$ cat src/rtl/alm_pkg.sv
package alm_pkg;
  localparam int ALM_FIELDS = 3;
  localparam int ALM_DW     = 8;
  localparam int ALM_AW     = 3;

  localparam logic [ALM_AW-1:0] ADDR_ASEC = 3'd0;
  localparam logic [ALM_AW-1:0] ADDR_AMIN = 3'd1;
  localparam logic [ALM_AW-1:0] ADDR_AHR  = 3'd2;
  localparam logic [ALM_AW-1:0] ADDR_CTRL = 3'd3;
  localparam logic [ALM_AW-1:0] ADDR_STAT = 3'd4;

  localparam int CTRL_EN_BIT  = 0;
  localparam int STAT_ALM_BIT = 0;

  typedef logic [ALM_FIELDS-1:0][ALM_DW-1:0] alm_vec_t;

  // True when every alarm field equals the matching time field.
  function automatic logic fields_equal(input alm_vec_t alarm, input alm_vec_t now);
    logic ok;
    ok = 1'b1;
    for (int i = 0; i < ALM_FIELDS; i++) begin
      if (alarm[i] != now[i]) ok = 1'b0;
    end
    return ok;
  endfunction

  // Places a single bit at a position of an otherwise zero byte.
  function automatic logic [ALM_DW-1:0] bit_at(input logic b, input int pos);
    logic [ALM_DW-1:0] v;
    v = '0;
    v[pos] = b;
    return v;
  endfunction
endpackage

$ cat src/rtl/alm_latch_bank.sv
module alm_latch_bank
  import alm_pkg::*;
(
  input  logic              clk,
  input  logic              rst_n,
  input  logic              wr,
  input  logic [ALM_AW-1:0] addr,
  input  logic [ALM_DW-1:0] wdata,
  output alm_vec_t          alarm
);
  logic [ALM_FIELDS-1:0] wr_sel;

  genvar gi;
  generate
    for (gi = 0; gi < ALM_FIELDS; gi++) begin : g_field
      assign wr_sel[gi] = wr && (addr == ALM_AW'(gi));

      always_ff @(posedge clk or negedge rst_n) begin
        if (!rst_n)          alarm[gi] <= '0;
        else if (wr_sel[gi]) alarm[gi] <= wdata;
      end

      // a selected write lands in its own field
      a_r2_write_lands: assert property (@(posedge clk) disable iff (!rst_n)
        wr_sel[gi] |=> (alarm[gi] == $past(wdata)));
    end
  endgenerate
endmodule

$ cat src/rtl/alm_match.sv
module alm_match
  import alm_pkg::*;
(
  input  logic     tick,
  input  logic     load,
  input  alm_vec_t alarm,
  input  alm_vec_t now,
  output logic     equal,
  output logic     hit
);
  // Equality alone is not an event: only a counter update qualifies it.
  assign equal = fields_equal(alarm, now);
  assign hit   = (tick || load) && equal;
endmodule

$ cat src/rtl/alm_irq_ctrl.sv
module alm_irq_ctrl
  import alm_pkg::*;
(
  input  logic clk,
  input  logic rst_n,
  input  logic hit,
  input  logic ctrl_wr,
  input  logic ctrl_en_in,
  input  logic st_rd,
  output logic en,
  output logic flag,
  output logic alm_int_n
);
  logic pending;

  always_ff @(posedge clk or negedge rst_n) begin
    if (!rst_n)       en <= 1'b0;
    else if (ctrl_wr) en <= ctrl_en_in;
  end

  // Sticky flag: a new event outranks the clearing read.
  always_ff @(posedge clk or negedge rst_n) begin
    if (!rst_n)     flag <= 1'b0;
    else if (hit)   flag <= 1'b1;
    else if (st_rd) flag <= 1'b0;
  end

  // Pin request: a disabling write wins, then an enabled event, then a read.
  always_ff @(posedge clk or negedge rst_n) begin
    if (!rst_n)                      pending <= 1'b0;
    else if (ctrl_wr && !ctrl_en_in) pending <= 1'b0;
    else if (hit && en)              pending <= 1'b1;
    else if (st_rd)                  pending <= 1'b0;
  end

  assign alm_int_n = ~pending;

  // the pin falls only after an enabled event
  a_r7_pin_needs_en: assert property (@(posedge clk) disable iff (!rst_n)
    $fell(alm_int_n) |-> $past(hit && en));

  // a read without a new event clears the flag
  a_r9_read_clears: assert property (@(posedge clk) disable iff (!rst_n)
    (st_rd && !hit) |=> !flag);

  // an event is never lost to a simultaneous read
  a_r11_hit_beats_read: assert property (@(posedge clk) disable iff (!rst_n)
    hit |=> flag);

  // disabling releases the pin
  a_r12_disable_releases: assert property (@(posedge clk) disable iff (!rst_n)
    (ctrl_wr && !ctrl_en_in) |=> alm_int_n);
endmodule

$ cat src/rtl/alm_intr_unit.sv
module alm_intr_unit
  import alm_pkg::*;
(
  input  logic              clk,
  input  logic              rst_n,
  input  logic [ALM_DW-1:0] tc_sec,
  input  logic [ALM_DW-1:0] tc_min,
  input  logic [ALM_DW-1:0] tc_hour,
  input  logic              tc_tick,
  input  logic              tc_load,
  input  logic [ALM_AW-1:0] reg_addr,
  input  logic              reg_wr,
  input  logic [ALM_DW-1:0] reg_wdata,
  input  logic              reg_rd,
  output logic [ALM_DW-1:0] reg_rdata,
  output logic              alm_int_n
);
  alm_vec_t alarm;
  alm_vec_t now;
  logic     equal;
  logic     hit;
  logic     en;
  logic     flag;
  logic     ctrl_wr;
  logic     st_rd;
  logic     st_wr;
  logic [ALM_DW-1:0] rd_mux;

  assign now[0] = tc_sec;
  assign now[1] = tc_min;
  assign now[2] = tc_hour;

  assign ctrl_wr = reg_wr && (reg_addr == ADDR_CTRL);
  assign st_rd   = reg_rd && (reg_addr == ADDR_STAT);
  assign st_wr   = reg_wr && (reg_addr == ADDR_STAT);

  alm_latch_bank u_latch (
    .clk   (clk),
    .rst_n (rst_n),
    .wr    (reg_wr),
    .addr  (reg_addr),
    .wdata (reg_wdata),
    .alarm (alarm)
  );

  alm_match u_match (
    .tick  (tc_tick),
    .load  (tc_load),
    .alarm (alarm),
    .now   (now),
    .equal (equal),
    .hit   (hit)
  );

  alm_irq_ctrl u_irq (
    .clk        (clk),
    .rst_n      (rst_n),
    .hit        (hit),
    .ctrl_wr    (ctrl_wr),
    .ctrl_en_in (reg_wdata[CTRL_EN_BIT]),
    .st_rd      (st_rd),
    .en         (en),
    .flag       (flag),
    .alm_int_n  (alm_int_n)
  );

  always_comb begin
    case (reg_addr)
      ADDR_ASEC: rd_mux = alarm[0];
      ADDR_AMIN: rd_mux = alarm[1];
      ADDR_AHR:  rd_mux = alarm[2];
      ADDR_CTRL: rd_mux = bit_at(en, CTRL_EN_BIT);
      ADDR_STAT: rd_mux = bit_at(flag, STAT_ALM_BIT);
      default:   rd_mux = '0;
    endcase
  end

  always_ff @(posedge clk or negedge rst_n) begin
    if (!rst_n)      reg_rdata <= '0;
    else if (reg_rd) reg_rdata <= rd_mux;
  end

  // the flag never rises without a tick or a load
  a_r8_event_needs_tick: assert property (@(posedge clk) disable iff (!rst_n)
    $rose(flag) |-> $past(tc_tick || tc_load));

  // a status write with no event and no read leaves the flag unchanged
  a_r4_status_write_ignored: assert property (@(posedge clk) disable iff (!rst_n)
    (st_wr && !hit && !st_rd) |=> (flag == $past(flag)));

  // equality with no counter update is not an event
  a_r10_equal_alone_quiet: assert property (@(posedge clk) disable iff (!rst_n)
    (equal && !tc_tick && !tc_load && !flag) |=> !flag);
endmodule

$ cat config.mk
export PLATFORM = sky130hd
export DESIGN_NAME = alm_intr_unit
export DESIGN_NICKNAME = d
export VERILOG_FILES = /design/src/rtl/alm_pkg.sv /design/src/rtl/alm_latch_bank.sv /design/src/rtl/alm_match.sv /design/src/rtl/alm_irq_ctrl.sv /design/src/rtl/alm_intr_unit.sv
export SDC_FILE = /design/constraint.sdc
export NUM_CORES = 1
export LEC_CHECK = 0
export BUFFER_PORTS_ARGS = -buffer_cell sky130_fd_sc_hd__buf_4
export CAP_MARGIN = 20
export CORE_UTILIZATION = 58
export CTS_BUF_LIST = sky130_fd_sc_hd__clkbuf_8
export DETAILED_ROUTE_END_ITERATION = 8
export PLACE_DENSITY = 0.85
export SYNTH_ARGS = -nofsm -noshare
export SYNTH_HDL_FRONTEND = slang
export SYNTH_HIERARCHICAL = 1
export SYNTH_SLANG_ARGS = --single-unit
$ cat constraint.sdc
create_clock -name clk -period 2.4 [get_ports clk]
set_clock_uncertainty 0.05 [all_clocks]
set_input_delay 0.36 -clock clk [delete_from_list [all_inputs] [get_ports clk]]
set_output_delay 0.36 -clock clk [all_outputs]
set_load 0.03 [all_outputs]
# After elaboration in Yosys (flattened, before gate mapping)
# Index checks and enable logic that the tools add are counted.
[totals]
ff_bits = 35
output_inout_bits = 9
wordCells = 36
[op_classes]
eq_ne = 7
muxes = 8
n_bitwise = 1
n_reduce_logical = 13
[op_table]
columns = ["operator", "n"]
rows = [
  ["$pmux 8 s5", 1],
  ["$ne 8x8->1", 3],
  ["$logic_and 1x1->1", 8],
  ["$mux 1", 7],
  ["$eq 3x2->1 const B", 2],
  ["$eq 3x1->1 const B", 1],
  ["$eq 3x3->1 const B", 1],
  ["$logic_not 3->1", 1],
  ["$reduce_bool 3->1", 1],
  ["$reduce_bool 2->1", 1],
  ["$logic_not 1->1", 1],
  ["$logic_or 1x1->1", 1],
  ["$not 1->1", 1],
]

# Depth between registers and ports, before layout
# Gate-level depths: netlist (run 1).
[logic_depth]
ltp_word = 8
mapped_depth = 6
ltp_nobuf = 6

# Modules after synthesis
# Netlist (run 1), hierarchy kept.
[modules_own_cells]
columns = ["module", "instances", "cells_each", "area_each_um2"]
rows = [
  ["alm_latch_bank", 1, 53, 927.1],
  ["alm_intr_unit", 1, 56, 564.3],
  ["alm_match", 1, 35, 275.3],
  ["alm_irq_ctrl", 1, 11, 128.9],
]

# Worst setup path after synthesis (run 1)
# OpenSTA, ideal clock, no wires.
[synth_path]
kind = "register to register"
startpoint = "reg u_latch/alarm[23] in the netlist's numbering"
endpoint = "reg u_irq.pending"
setup_time_ns = 0.077
arrival_ns = 1.290
setup_slack_ns = 0.983
stages_incl_launch_ff = 7
n_path_buf = 0
path_cell_list = "dfrtp_1 xor2_1 nor4_1 nand4_1 nor3_2 nand2_1 a21oi_1"
[synth_via]
elab_chain_len = 6
[synth_lines]
columns = ["item", "line_no", "source"]
rows = [
  ["start, declared", "alm_latch_bank.sv:9", "output alm_vec_t alarm"],
  ["start signal, assigned by index", "alm_latch_bank.sv:20", "else if (wr_sel[gi]) alarm[gi] <= wdata;"],
  ["$ne 8x8->1 (*)", "alm_pkg.sv:22", "if (alarm[i] != now[i]) ok = 1'b0;"],
  ["$mux 1 (*)", "alm_pkg.sv:22", ""],
  ["$logic_and 1x1->1 (*)", "alm_match.sv:13", "assign hit = (tick || load) && equal;"],
  ["net hit", "alm_intr_unit.sv:21", "logic hit;"],
  ["$logic_and 1x1->1 (*)", "alm_irq_ctrl.sv:32", "else if (hit && en) pending <= 1'b1;"],
  ["$mux 1", "alm_irq_ctrl.sv:32", ""],
  ["$mux 1", "alm_irq_ctrl.sv:31", "else if (ctrl_wr && !ctrl_en_in) pending <= 1'b0;"],
  ["end signal, assigned", "alm_irq_ctrl.sv:31", ""],
  ["end signal, assigned", "alm_irq_ctrl.sv:32", ""],
  ["end signal, assigned", "alm_irq_ctrl.sv:33", "else if (st_rd) pending <= 1'b0;"],
  ["end, declared", "alm_irq_ctrl.sv:14", "logic pending;"],
]
# The timed path passes the listed nets; every way through them passes the cells marked *.
# A chain may end at the register's enable or synchronous reset.

# Final worst setup path (run 1)
# Ends and elaborated chain as after synthesis.

==> metrics.csv, run 1 <==
stage,metric,value,unit
setup_path,critPathMaxFanout,3,
final_layout,fin_nets,246,
timing,hold_ws,0.267,ns
timing,setup_viol,0,
synth,synth_warnings,6,
floorplanning,rows,20,
setup_path,startpoint,u_latch/alarm[23],
final_layout,nFillCells,212,
worst_hold_path,min_from,reg_wdata[7],
clock_network,cts_buffer_depth,2,
setup_path,critPathKind,reg2reg,
place,gp_congestion,0.764,
setup_path,cp_cell_sequence,xor2_1 -> nor4_1 -> nand4_1 -> nor3_2 -> nand2_1 -> a21oi_1,
floorplanning,die_area,0.00349,mm²
final_layout,diodes,0,
drt,ant_nets,0,
timing,post-route-period-util,72.4,%
clock_network,cts_root_buf,clkbuf_8,
setup_path,path_delay_family,simple AND/OR/NAND/NOR gates,
final_layout,seqCellArea,876,µm²
clock_network,cts.clk_slew.worst_paths,0.07,ns
clock_network,clkLatencyLatePin,0.29,ns
timing,fin_setup_tns,0,ns
clock_network,cts_made_buffers,5,
synth,synthCells,154,
floorplanning,die_w,59.1,µm
worst_hold_path,hold_path.class,in2reg,
floorplanning,die_h,59.1,µm
power_and_ir_drop,p_per_area,714,mW/mm²
flow_run,drv_cap,0,
timing,tightestPinTransition,0.635,ns
drt,drcViolationCount,0,
drt,route.met3.wl,229,µm
drt,dr_wl_met2,2120,µm
setup_path,start_kind,flop,
global_routing,grt_max_degree,36,
synth,synthesis.nets,195,
drt,met1_length,1740,µm
setup_path,endpoint_kind,flop,
floorplanning,ios,50,
power_and_ir_drop,vdd_drop_max,446,µV
setup_path,r2r-start,u_latch/alarm[23],
timing,rsz0062_at_grt,false,
clock_network,cts_tree,yes,
final_layout,drive_above_1_share,43.7,%
global_routing,first_global_vias,1426,
synth,syn_area,0.00189,mm²
drt,vias,1408,
final_layout,area.growth.synth_to_final,25.3,%
clock_network,htree_num_levels,2,
drt,via_per_inst,5.63,
global_routing,grt_pass1_wl,6840,µm
timing,setup_ws,0.661,ns
drt,drtIter0Drc,53,
run_status,status,finished clean,
timing,max_slew_margin,57.5,%
timing,min_period,1.74,ns
global_routing,grt_antenna_before_repair,0,
timing,drv_slew,0,
drt,drt_wl_total,4220,µm
global_routing,gr-total-overflow,0,
clock_network,cts.sinks,35,
drt,first_pass_iters,4,
setup_path,cp_data_required_time,2.57,ns
place,port_buffers,49,
global_routing,track_usage,27.7,%
floorplanning,core,0.00308,mm²
synth,syn_area_per_cell,12.3,µm²
setup_path,cp.arrival,1.91,ns
place,hpwl,3120,µm
setup_path,cp_slowest_cell,dfrtp_1,
place,pre_cts_ws,0.612,ns
power_and_ir_drop,p_leak,1.10,nW
clock_network,cts_resized,0,
final_layout,multi_input_area,913,µm²
timing,hold_viol,0,
timing,max_freq,575,MHz
floorplanning,start_util,61.5,%
setup_path,max_stage_delay,0.42,ns
drt,top_layer_used,met4,
setup_path,path_buf_inv,0,
drt,wl_per_cell,16.9,µm
## layout by cell type (no fill, tap or decap), types with 2 or more instances in the layout
| master | count |
|---|---|
| dfrtp_1 | 35 |
| o22ai_1 | 8 |
| mux2_2 | 24 |
| nand3b_1 | 2 |
| clkbuf_8 | 7 |
| a2bb2oi_1 | 7 |
| nand2_1 | 3 |
| xor2_1 | 24 |
| mux2i_1 | 8 |
| nor4_1 | 6 |
| nand2b_1 | 2 |
| inv_1 | 10 |
| buf_4 | 51 |
## metrics by stage
step | power (mW) | utilization (%) | cells | cell area, µm²
after global routing | 1.78 | 77.0 | 250 | 2370
after CTS | 1.70 | 77.0 | 250 | 2370
after detailed placement | 1.23 | 73.5 | 241 | 2260
after global placement | 1.21 | 73.5 | 241 | 2260
final | 1.69 | 77.0 | 250 | 2370
after floorplan | 1.07 | - | 154 | 1890
## layout make-up
| type | count | share of cell area, % |
|---|---|---|
| multi-input combinational | 102 | 38.5 |
| sequential | 35 | 36.9 |
| timing repair buffer | 52 | 16.6 |
| clock buffer | 7 | 4.06 |
| tap | 44 | 2.32 |
| inverter | 9 | 1.42 |
| clock inverter | 1 | 0.158 |
## where the power goes
group,leakage [nW],internal (mW),switching (mW)
logic,0.611,0.234,0.192
registers,0.434,0.699,0.103
clock network,0.0557,0.257,0.206
## per-layer routing
metal | global-route usage (%) | up-vias
met1 | 32.6 | 694
met3 | 7.42 | 16
met4 | 13.6 | 0
met2 | 46.9 | 48
li1 | - | 650
met5 | 0 | -
## what timing repair did
item                                   4_1_cts  5_1_grt
endpoints found under the hold margin       35        0
hold buffers                                 1        0
buffers inserted                             0        0
## final timing paths
kind	endpoint	slack (ns)	cells past startpoint
setup / recovery	u_irq/pending	0.66	6
hold / removal	u_latch/alarm[7]	0.27	2
setup reg to reg	u_irq/pending	0.66	6
hold reg to reg	reg_rdata[3]	0.48	2
max in group asynchronous	u_latch/alarm[8]	1.49	2
min in group asynchronous	reg_rdata[0]	0.50	2
## flip-flops by register name, indices dropped and copies added (netlist names)
signal,count
reg_rdata,8
u_irq/pending,1
u_irq/flag,1
u_irq/en,1
u_latch/alarm,24
(Power assumes the default switching activity.)
==> run 2, diff against run 1 <==
- CORE_UTILIZATION: 58 -> 54
- PLACE_DENSITY: 0.85 -> 0.79
- clock period: 2.4 -> 1.6 ns (I/O delays scaled with it)
==> run 2 against run 1 <==
Non-clock buffer count is 4 higher. First-iteration DRC count decreased by 45%. Utilization is 5.0 points lower. Combinational power increased by 61%. Fmax grew 9.6%. Cell count grew 2.4%. Total power is 46% higher. Largest cell class unchanged.
==> metrics.csv, run 2 (synthesis results as in run 1) <==
stage,metric,value,unit
run_status,status,finished clean,
final_layout,area.growth.synth_to_final,27.1,%
place,hpwl,3120,µm
final_layout,drive_above_1_share,45.7,%
worst_hold_path,hold_path.class,in2reg,
timing,max_freq,630,MHz
floorplanning,core,0.00334,mm²
setup_path,max_stage_delay,0.40,ns
setup_path,critPathKind,reg2reg,
global_routing,gr-total-overflow,0,
floorplanning,ios,50,
place,port_buffers,49,
setup_path,endpoint_kind,flop,
final_layout,mostFrequentLayoutCell,buf_4,
drt,wl_per_cell,16.4,µm
setup_path,crit-reg2reg-capture,u_irq/pending,
drt,ant_nets,0,
floorplanning,start_util,56.7,%
setup_path,r2r-start,u_latch/alarm[2],
power_and_ir_drop,vdd_drop_max,858,µV
global_routing,grt_max_degree,36,
timing,min_period,1.59,ns
setup_path,cp_slowest_cell,dfrtp_1,
setup_path,cp_cell_sequence,xor2_1 -> nor4_1 -> nand4_1 -> nor3_2 -> nand2_1 -> a21oi_1,
timing,rsz0062_at_grt,true,
place,dpl_cell_area,0.00228,mm²
setup_path,path_depth,6,
final_layout,fin_util,72.0,%
timing,post-route-period-util,99.2,%
setup_path,rr_worst_depth,6,
timing,setup_viol,0,
final_layout,seqCellArea,876,µm²
global_routing,first_global_vias,1334,
clock_network,cts_tree,yes,
final_layout,largest_reg_flops,24,
setup_path,cp.arrival,1.75,ns
final_layout,nFillCells,251,
drt,drt_wl_total,4210,µm
place,gp_congestion,0.847,
global_routing,grt_pass1_wl,6460,µm
global_routing,track_usage,24.9,%
setup_path,path_buf_inv,0,
drt,via_per_inst,5.43,
final_layout,fin_cells,256,
floorplanning,die_h,61.2,µm
power_and_ir_drop,p_per_area,1030,mW/mm²
final_layout,fin_nets,250,
floorplanning,rows,21,
drt,drcViolationCount,0,
setup_path,r2r_slack,0.01,ns
global_routing,grt_antenna_before_repair,0,
timing,max_slew_margin,70.7,%
final_layout,diodes,0,
setup_path,cp_data_required_time,1.76,ns
setup_path,path_delay_family,simple AND/OR/NAND/NOR gates,
clock_network,cts.clk_slew.worst_paths,0.07,ns
setup_path,startpoint,u_latch/alarm[2],
setup_path,critPathMaxFanout,3,
flow_run,drv_cap,0,
setup_path,start_kind,flop,
timing,drv_slew,0,
final_layout,top_register,u_latch/alarm,
setup_path,endpoint,u_irq/pending,
floorplanning,die_w,61.2,µm
final_layout,multi_input_area,932,µm²
floorplanning,die_area,0.00374,mm²
drt,first_pass_iters,4,
clock_network,cts_root_buf,clkbuf_8,
final_layout,reg.largest.list,"u_latch/alarm x24, reg_rdata x8",
final_layout,design_area,0.00240,mm²
power_and_ir_drop,p_leak,1.12,nW
place,dp.cells,245,
clock_network,htree_num_levels,2,
final_layout,layout_common_cells,"buf_4, dfrtp_1, mux2_2, xor2_1, inv_1",
timing,tightestPinTransition,0.440,ns
timing,hold_viol,0,
drt,drtIter0Drc,29,
clock_network,cts_made_buffers,5,
clock_network,clkLatencyLatePin,0.28,ns
clock_network,cts_buffer_depth,2,
clock_network,cts.sinks,35,
drt,vias,1391,
==> run 2: changes by cell type in the layout (fill, tap and decap cells not counted), sizes merged <==
cell / previous run / this run
clkinv: 0 / 1
inv: 10 / 11
buf: 51 / 55
clkbuf: 7 / 5
==> run 2: how the worst min path moves through the flow <==
stage / from / to / slack, ns / depth (start not counted)
3_3_place_gp: rst_n / u_irq/en / 0.16 / 1
5_1_grt: reg_wdata[4] / u_latch/alarm[12] / 0.15 / 2
6_report: reg_wdata[4] / u_latch/alarm[4] / 0.15 / 2
2_1_floorplan: rst_n / reg_rdata[0] / -0.11 / 0
4_1_cts: reg_wdata[4] / u_latch/alarm[4] / 0.14 / 2
3_5_place_dp: rst_n / u_latch/alarm[8] / 0.16 / 1
==> run 2: layout make-up <==
type	instances	area share (%)
multi-input cells	102	38.8
flip-flops and latches	35	36.4
repair buffers	56	17.6
clock buffers	5	2.86
well taps	46	2.39
inverters	9	1.41
clock inverters	3	0.521
==> run 2: power breakdown <==
group	internal (mW)	switching [mW]	leakage [nW]
Sequential	1.05	0.147	0.434
Combinational	0.372	0.314	0.632
Clock	0.292	0.301	0.0505
==> run 2: per-layer routing <==
metal / wire [µm] / GRT usage (%)
met5: 0 / 0
met1: 1900 / 33.1
met2: 2050 / 39.4
met4: 29 / 8.77
met3: 225 / 6.72
==> run 2: timing repair <==
item                                   CTS  global route
resized for setup                        3             0
buffers inserted                         2             0
setup endpoints to repair                1             1
pin swaps                                6             2
endpoints found under the hold margin   35             0
hold buffers                             1             0
==> run 2: metrics by stage <==
stage / setup TNS, ns / hold slack, ns / worst slack [ns] / power, mW
global placement: -0.0153 / 0.160 / -0.0153 / 1.83
floorplan: 0 / -0.106 / 0.212 / 1.60
finish: 0 / 0.151 / 0.0134 / 2.47
CTS: -0.000222 / 0.142 / -0.000222 / 2.49
global route: -0.0422 / 0.149 / -0.0422 / 2.61
detailed placement: -0.0824 / 0.164 / -0.0824 / 1.85
==> run 3, diff against run 2 <==
- PLACE_DENSITY: 0.79 -> default
- PLACE_DENSITY_LB_ADDON: default -> 0.3
==> run 3 against run 2 <==
First-iteration DRC count grew to 2.5 times the previous value. Final area grew 3.1%. Die area is the same. Cell count grew 2.0%. Worst setup slack gained 0.033 ns. Critical path depth is the same. Sequential cell count is the same. Clock power grew 34%. Critical path type unchanged. Largest cell class unchanged. Largest power group unchanged.
==> metrics.csv, run 3 (synthesis results as in run 1) <==
stage,metric,value,unit
setup_path,max_stage_delay,0.40,ns
clock_network,cts_tree,yes,
power_and_ir_drop,p_leak,1.15,nW
drt,drt_wl_total,4270,µm
global_routing,grt_max_degree,36,
floorplanning,rows,21,
power_and_ir_drop,power_frac_clock,29.3,%
timing,rsz0062_at_grt,true,
final_layout,diodes,0,
place,port_buffers,49,
clock_network,cts.sinks,35,
run_status,status,finished clean,
timing,hold_viol,0,
global_routing,grt_pass1_wl,6680,µm
setup_path,cp.arrival,1.72,ns
final_layout,fin_nets,255,
global_routing,grt_util_met3,5.04,%
place,gp_congestion,0.839,
setup_path,crit-reg2reg-capture,u_irq/pending,
clock_network,clkLatencyLatePin,0.29,ns
final_layout,fin_util,74.3,%
timing,min_period,1.55,ns
final_layout,nFillCells,225,
clock_network,cts.clk_slew.worst_paths,0.07,ns
setup_path,endpoint,u_irq/pending,
setup_path,endpoint_kind,flop,
drt,wl_per_cell,16.4,µm
global_routing,gr-total-overflow,0,
place,dpl_cell_area,0.00229,mm²
power_and_ir_drop,p_int,1.91,mW
final_layout,largest_reg_flops,24,
setup_path,start_kind,flop,
final_layout,layout_common_cells,"buf_4, dfrtp_1, mux2_2, xor2_1, inv_1",
power_and_ir_drop,vdd_drop_max,657,µV
clock_network,htree_num_levels,2,
floorplanning,die_area,0.00374,mm²
setup_path,critPathKind,reg2reg,
floorplanning,die_h,61.2,µm
setup_path,cp_slowest_cell,dfrtp_1,
power_and_ir_drop,p_per_area,1090,mW/mm²
final_layout,top_register,u_latch/alarm,
floorplanning,start_util,56.7,%
setup_path,r2r-start,u_latch/alarm[14],
final_layout,mostFrequentLayoutCell,buf_4,
global_routing,grtUsageMet1,34.0,%
final_layout,design_area,0.00248,mm²
global_routing,grt_antenna_before_repair,0,
power_and_ir_drop,p_seq_share,44.1,%
power_and_ir_drop,p_sw_share,29.4,%
timing,max_slew_margin,71.2,%
final_layout,area.growth.synth_to_final,31.0,%
setup_path,cp_data_required_time,1.77,ns
setup_path,cp_cell_sequence,xor2_1 -> nor4_2 -> nand4_1 -> nor3_2 -> nand2_1 -> a21oi_1,
drt,drcViolationCount,0,
final_layout,drive_above_1_share,48.4,%
setup_path,startpoint,u_latch/alarm[14],
clock_network,cts_buffer_depth,2,
clock_network,cts_root_buf,clkbuf_8,
clock_network,cts_made_buffers,5,
drt,via_per_inst,5.41,
final_layout,seqCellArea,876,µm²
setup_path,rr_worst_depth,6,
setup_path,critPathMaxFanout,2,
drt,drtIter0Drc,73,
timing,drv_slew,0,
power_and_ir_drop,switching_power,0.795,mW
worst_hold_path,hold_path.class,in2reg,
timing,tightestPinTransition,0.432,ns
timing,post-route-period-util,97.1,%
power_and_ir_drop,total_power,2.70,mW
global_routing,use_met2,39.1,%
timing,setup_viol,0,
global_routing,track_usage,25.4,%
global_routing,grt_busiest_layer,met2,
flow_run,drv_cap,0,
floorplanning,core,0.00334,mm²
setup_path,r2r_slack,0.05,ns
power_and_ir_drop,combPwrFrac,26.6,%
drt,ant_nets,0,
drt,first_pass_iters,4,
timing,max_freq,644,MHz
final_layout,reg.largest.list,"u_latch/alarm x24, reg_rdata x8",
floorplanning,die_w,61.2,µm
drt,vias,1411,
global_routing,first_global_vias,1421,
floorplanning,ios,50,
timing,hold_ws,0.154,ns
final_layout,multi_input_area,938,µm²
place,hpwl,3090,µm
run 3: cell count changes in the layout (fill, tap and decap cells not counted), sizes merged:
cell    previous run  this run
buf               55        60
inv               11         9
bufinv             0         1
clkinv             1         2
run 3: what timing repair did:
action / 4_1_cts / 5_1_grt
setup endpoints to repair: 1 / 2
resized for setup: 3 / 1
pin swaps: 6 / 3
hold buffers: 1 / 0
buffers inserted: 4 / 2
endpoints found under the hold margin: 35 / 0
run 3: worst min path at each step:
stage                             from           endpoint  depth (start not counted)
after floorplan                  rst_n       reg_rdata[0]                          0
after global placement           rst_n       reg_rdata[0]                          1
after detailed placement         rst_n       reg_rdata[5]                          1
after CTS                 reg_wdata[2]  u_latch/alarm[18]                          2
after global routing      reg_wdata[7]  u_latch/alarm[23]                          2
final                     reg_wdata[4]  u_latch/alarm[20]                          2
run 3: power groups by stage:
stage | combinational, mW | clock, mW | sequential [mW]
final | 0.719 | 0.793 | 1.19
after global routing | 0.778 | 0.849 | 1.21
after CTS | 0.694 | 0.807 | 1.19
after detailed placement | 0.640 | 0 | 1.21
after global placement | 0.624 | 0 | 1.20
after floorplan | 0.375 | 0 | 1.22
run 3: stage by stage:
step	worst slack, ns	std cells	TNS [ns]
global placement	0.0348	246	0
global route	-0.0461	261	-0.0830
detailed placement	-0.0736	246	-0.0736
finish	0.0461	261	0
floorplan	0.212	154	0
CTS	0.0152	259	0
run 3: per-layer routing:
layer	vias to the layer above	routed length (µm)
met5	-	0
met4	0	100
met3	9	229
met2	54	2090
met1	677	1850
li1	671	-
run 3: layout make-up:
cell class                      count  area share (%)
Clock buffer                        5            2.78
Clock inverter                      3            1.77
Inverter                            9            1.36
Multi-Input combinational cell    102            37.9
Sequential cell                    35            35.3
Tap cell                           46            2.32
Timing Repair Buffer               61            18.6
run 3: worst max-delay path: cells and delay by family (launching register included):
family / cells / cell delay [ns]
AND/OR/NAND/NOR: 4 / 0.77
flip-flops: 1 / 0.40
XOR/XNOR: 1 / 0.15
AO/OA/AOI/OAI: 1 / 0.12
